$ cat src/rtl/pal_wr_fifo.sv
module pal_wr_fifo #(
  parameter int DEPTH = 64,
  parameter int AW    = 13,
  parameter int CW    = 24,
  parameter int BURST = 4
) (
  input  logic          clk,
  input  logic          rst_n,
  input  logic          push,
  input  logic [AW-1:0] push_addr,
  input  logic [CW-1:0] push_color,
  input  logic          blank_n,
  input  logic          afull_mode,
  output logic          empty_n,
  output logic          full_n,
  output logic          afull_n,
  output logic          bank_we,
  output logic [AW-1:0] bank_addr,
  output logic [CW-1:0] bank_color,
  output logic          pix_hold
);
  localparam int PW = $clog2(DEPTH);
  localparam int NW = PW + 1;
  localparam int FW = $clog2(BURST + 1);
  localparam int EW = AW + CW;
  localparam logic [NW-1:0] HALF  = NW'(DEPTH / 2);
  localparam logic [NW-1:0] HIGH  = NW'(DEPTH - DEPTH / 8);
  localparam logic [NW-1:0] FULLC = NW'(DEPTH);

  logic [EW-1:0] mem [DEPTH];
  logic [PW-1:0] wp, rp;
  logic [NW-1:0] cnt;
  logic [FW-1:0] fcnt;
  logic          pend_v;
  logic [EW-1:0] pend_d;

  wire is_full   = cnt == FULLC;
  wire is_empty  = cnt == '0;
  wire forcing   = fcnt != '0;
  wire trig      = push && is_full && !pend_v;
  wire pend_fire = pend_v && !forcing;
  wire wr        = (push && !is_full && !pend_v) || pend_fire;
  wire rd        = !is_empty && (forcing || !blank_n);
  wire [EW-1:0] wdata = pend_fire ? pend_d : {push_addr, push_color};

  always_ff @(posedge clk)
    if (wr) mem[wp] <= wdata;

  always_ff @(posedge clk) begin
    if (!rst_n) begin
      wp     <= '0;
      rp     <= '0;
      cnt    <= '0;
      fcnt   <= '0;
      pend_v <= 1'b0;
      pend_d <= '0;
    end else begin
      if (wr) wp <= wp + PW'(1);
      if (rd) rp <= rp + PW'(1);
      cnt <= cnt + NW'(wr) - NW'(rd);
      if (trig) begin
        fcnt   <= FW'(BURST);
        pend_v <= 1'b1;
        pend_d <= {push_addr, push_color};
      end else if (forcing) begin
        fcnt <= fcnt - FW'(1);
      end else if (pend_fire) begin
        pend_v <= 1'b0;
      end
    end
  end

  assign empty_n = !is_empty;
  assign full_n  = !is_full;
  assign afull_n = !(cnt >= (afull_mode ? HIGH : HALF));
  assign bank_we = rd;
  assign {bank_addr, bank_color} = mem[rp];
  assign pix_hold = forcing;

  p_drain_gate_r3: assert property (@(posedge clk) disable iff (!rst_n)
    (blank_n && !pix_hold) |-> !bank_we);
  p_empty_idle_r4: assert property (@(posedge clk) disable iff (!rst_n)
    !empty_n |-> !bank_we);
  p_full_sticky_r5: assert property (@(posedge clk) disable iff (!rst_n)
    (!full_n && !bank_we) |=> !full_n);
  p_no_overflow_r5: assert property (@(posedge clk) disable iff (!rst_n)
    cnt <= FULLC);
  p_full_afull_r6: assert property (@(posedge clk) disable iff (!rst_n)
    !full_n |-> !afull_n);
  p_hold_drains_r7: assert property (@(posedge clk) disable iff (!rst_n)
    pix_hold |-> bank_we);
  p_balance_r9: assert property (@(posedge clk) disable iff (!rst_n)
    (wr && rd) |=> cnt == $past(cnt));
endmodule

$ cat config.mk
export PLATFORM = sky130hd
export DESIGN_NAME = pal_wr_fifo
export DESIGN_NICKNAME = d
export VERILOG_FILES = /design/src/rtl/pal_wr_fifo.sv
export SDC_FILE = /design/constraint.sdc
export NUM_CORES = 2
export LEC_CHECK = 0
export ABC_AREA = 0
export BUFFER_PORTS_ARGS = -buffer_cell sky130_fd_sc_hd__buf_4
export CAP_MARGIN = 20
export CORE_MARGIN = 2
export CORE_UTILIZATION = 63
export CTS_BUF_LIST = sky130_fd_sc_hd__clkbuf_8
export DETAILED_ROUTE_END_ITERATION = 16
export PLACE_DENSITY = 0.88
export SLEW_MARGIN = 15
export SYNTH_ARGS = -nofsm -noshare
export SYNTH_HDL_FRONTEND = slang
export SYNTH_SLANG_ARGS = --single-unit
$ cat constraint.sdc
create_clock -name clk -period 7.1 [get_ports clk]
set_input_delay 0.355 -clock clk [delete_from_list [all_inputs] [get_ports clk]]
set_output_delay 0.355 -clock clk [all_outputs]
set_load 0.02 [all_outputs]
==> summary.md <==
| Metric | Value |
|---|---|
| Path depth of the worst reg2reg path | `10` |
| All-Layer GR Usage | `36.92%` |
| Async SR Flop Fraction | `0%` |
| Fmax | `0.1608 GHz` |
| GRT Residual Overflow | `0` |
| Clock-pin slew on the worst setup and hold paths | `0.06 ns` |
| Total number of vias | `51,760` |
| RSZ-0062 raised after global routing | `false` |
| Max Cap Viol | `0` |
| Clock buffer depth | `4` |
| Worst Path Max Fanout | `70` |
| Fill cell count | `7,192` |
| Worst Setup Path Type | `flop to output pin` |
| Int Pwr | `0.02447 W` |
| Comb pwr share | `22.1%` |
| Status | `finished clean` |
| H-tree depth | `5` |
| Total wire length | `277,800 um` |
| Rows | `140` |
| Detail Route Antenna Nets | `0` |
| Clock period minus worst slack | `6.220 ns` |
| P per Cell Area | `333.5 nW/um2` |
| Reg power frac | `47.0%` |
| Drt drc | `0` |
| Global-route wire length before repair | `385,800 um` |
| Final period util | `87.61%` |
| Clock root cell | `clkbuf_8` |
| Flop-to-flop setup slack | `2.27 ns` |
| Cell variety after synth | `52` |
| Leakage | `32.25 nW` |
| Wirelength per Cell | `40.62 um` |
| Post-synth top area share | `76.57%` |
| NumNets Final | `4,704` |
| Setup crit end kind | `output pin` |
| DRT iter0 DRCs | `11,120` |
| Clock Power Share | `30.8%` |
| Number of synthesized flops with an enable pin | `2,368` |
| Clock sink total | `2,434` |
| Syn avg cell area | `21.98 um2` |
| Port Buffers | `83` |
| Share of layout cells above drive strength 1 | `27.88%` |
| Worst path required time | `6.74 ns` |
| Synth top area cells | `edfxtp_1, mux4_2, dfxtp_1` |
| Min-Delay Path Class | `primary input to flop` |
| Switch Pwr | `0.01011 W` |
| Most numerous cell in the Yosys netlist | `edfxtp_1` |
| Area grow syn2layout | `11.64%` |
| Vias in the first global route | `52,220` |
| Postcts setup bufs | `0` |
| Hold Path Depth | `4` |
| Net Count, Synth | `4,286` |
| Die H | `387.9 um` |
| Initial antenna violation count | `23` |
| Num CTS Buffers | `364` |
| Sum Neg Setup Slack | `0 ns` |
| Layout Skew | `0.09940 ns` |
| Final-report setup violation count | `0` |
| Dpl hpwl | `148,000 um` |
| Area of the core | `146,100 um2` |
| Count of final hold-check violations | `0` |
| RR Startpoint | `cnt[2]` |
| Insertion delay to the later sink of the worst-skew pair | `1.07 ns` |
| Switch share | `29.25%` |
| Yosys warns | `0` |
| Critical path arrival | `5.87 ns` |
| DIE AREA | `150,500 um2` |
| Yosys reg bits | `2,434` |
| Initial Utilization | `63.57%` |
| Fin. max-slew vios | `0` |
| Pin count of the biggest net entering global routing | `126` |
| Top_reg_cell synth | `edfxtp_1` |
| Worst slew pin tran | `1.273 ns` |
| Mapped Area | `92,870 um2` |
| Syn Inst Count | `4,226` |
| Largest area contributor in the netlist | `edfxtp_1` |
| DP Area | `96,440 um2` |
| Critical path endpoint | `bank_color[14]` |
| Reg-to-reg endpoint | `mem[28][19]` |
| Top-Level Pins | `84` |
| Vias per inst | `7.570` |
| Final instance area | `103,700 um2` |
| Die X | `387.9 um` |
| Post-synth top cells | `edfxtp_1, mux4_2, o22ai_1` |
| Startpoint Class | `flop` |
| Worst slew margin | `15.15%` |
| DR pass1 iterations | `10` |
| TritonCTS clock tree | `done` |
| Max VDD drop | `0.0003400 V` |
| Post-synthesis sequential area ratio | `77.99%` |
| GP Congestion | `0.8884` |
==> layout make-up <==
cell class,count,area [um2],area share (%)
multi-input cells,1535,19680,18.98
inverters,21,78.83,0.07603
clock inverters,239,1114,1.074
flip-flops and latches,2434,72450,69.87
diodes,15,37.54,0.03620
repair buffers,288,2575,2.484
clock buffers,389,5354,5.164
well taps,1917,2399,2.313
==> flip-flops by register name (all words and copies together), names as in the netlist, named ones only <==
signal  cells
mem      2368
pend_d     37
cnt         7
rp          6
wp          6
fcnt        3
pend_v      1
==> through the flow <==
stage | hold WS, ns | util (%) | power, W | cells | setup WS, ns
after floorplan | 0.4338 | - | 0.02145 | 4226 | 2.496
after global placement | 0.4384 | 65.89 | 0.02338 | 6120 | 2.108
after detailed placement | 0.4471 | 66.02 | 0.02373 | 6128 | 2.386
after CTS | 0.1199 | 70.90 | 0.03425 | 6822 | 1.219
after global routing | 0.1560 | 70.95 | 0.03517 | 6824 | 1.053
final | 0.1610 | 70.97 | 0.03458 | 6838 | 0.8798
==> kinds of logic after synthesis <==
kind of cell | count (synthesis) | synth area share, %
AND/OR/NAND/NOR | 384 | 1.893
XOR/XNOR | 13 | 0.1226
AO/OA/AOI/OAI | 405 | 2.804
multiplexers | 715 | 15.53
buffers and inverters | 257 | 1.405
adder cells (fa/ha/maj) | 18 | 0.2506
flip-flops | 2434 | 77.99
==> worst min path at each step <==
stage                               from    endpoint  slack, ns
after floorplan                pend_d[0]   pend_d[0]       0.43
after global placement        pend_d[18]  pend_d[18]       0.44
after detailed placement       pend_d[8]   pend_d[8]       0.45
after CTS                 push_color[16]  pend_d[16]       0.12
after global routing        push_addr[1]  pend_d[25]       0.16
final                       push_addr[1]  pend_d[25]       0.16
==> per-layer routing <==
layer	global-route usage, %	share of wire [%]	up-vias
met4	22.38	7.5	18
met1	45.31	29	25270
met2	56.78	46	6302
met5	0.5423	0.062	-
li1	-	-	18720
met3	13.32	18	1457
==> critical path: stages, from the launching register on <==
cell	delay (ns)
dfxtp_4	0.91
buf_4	1.03
nand2b_1	0.26
or2_2	0.72
o22ai_1	0.35
nor4_2	0.83
o22a_1	0.41
buf_4	0.21
==> power groups by stage <==
stage | Clock [W] | Sequential [W] | Combinational (W)
CTS | 0.0106 | 0.0163 | 0.00733
floorplan | 0 | 0.0164 | 0.00503
finish | 0.0107 | 0.0163 | 0.00766
detailed placement | 0 | 0.0166 | 0.00712
global route | 0.0111 | 0.0163 | 0.00779
global placement | 0 | 0.0166 | 0.00680
==> cells in the final DEF (no fill, tap or decap), drive strengths merged, types with 80 or more instances in the layout <==
cell type / count
clkbuf: 389
inv: 144
nand2: 122
edfxtp: 2368
clkinv: 107
o22ai: 146
nor2: 121
mux2i: 80
mux4: 575
buf: 222
a21oi: 102
==> repair_timing <==
item | 4_1_cts | 5_1_grt
hold buffers | 66 | 0
endpoints found under the hold margin | 41 | 0
gates resized for setup | 0 | 0
(Power assumes the default switching activity.)
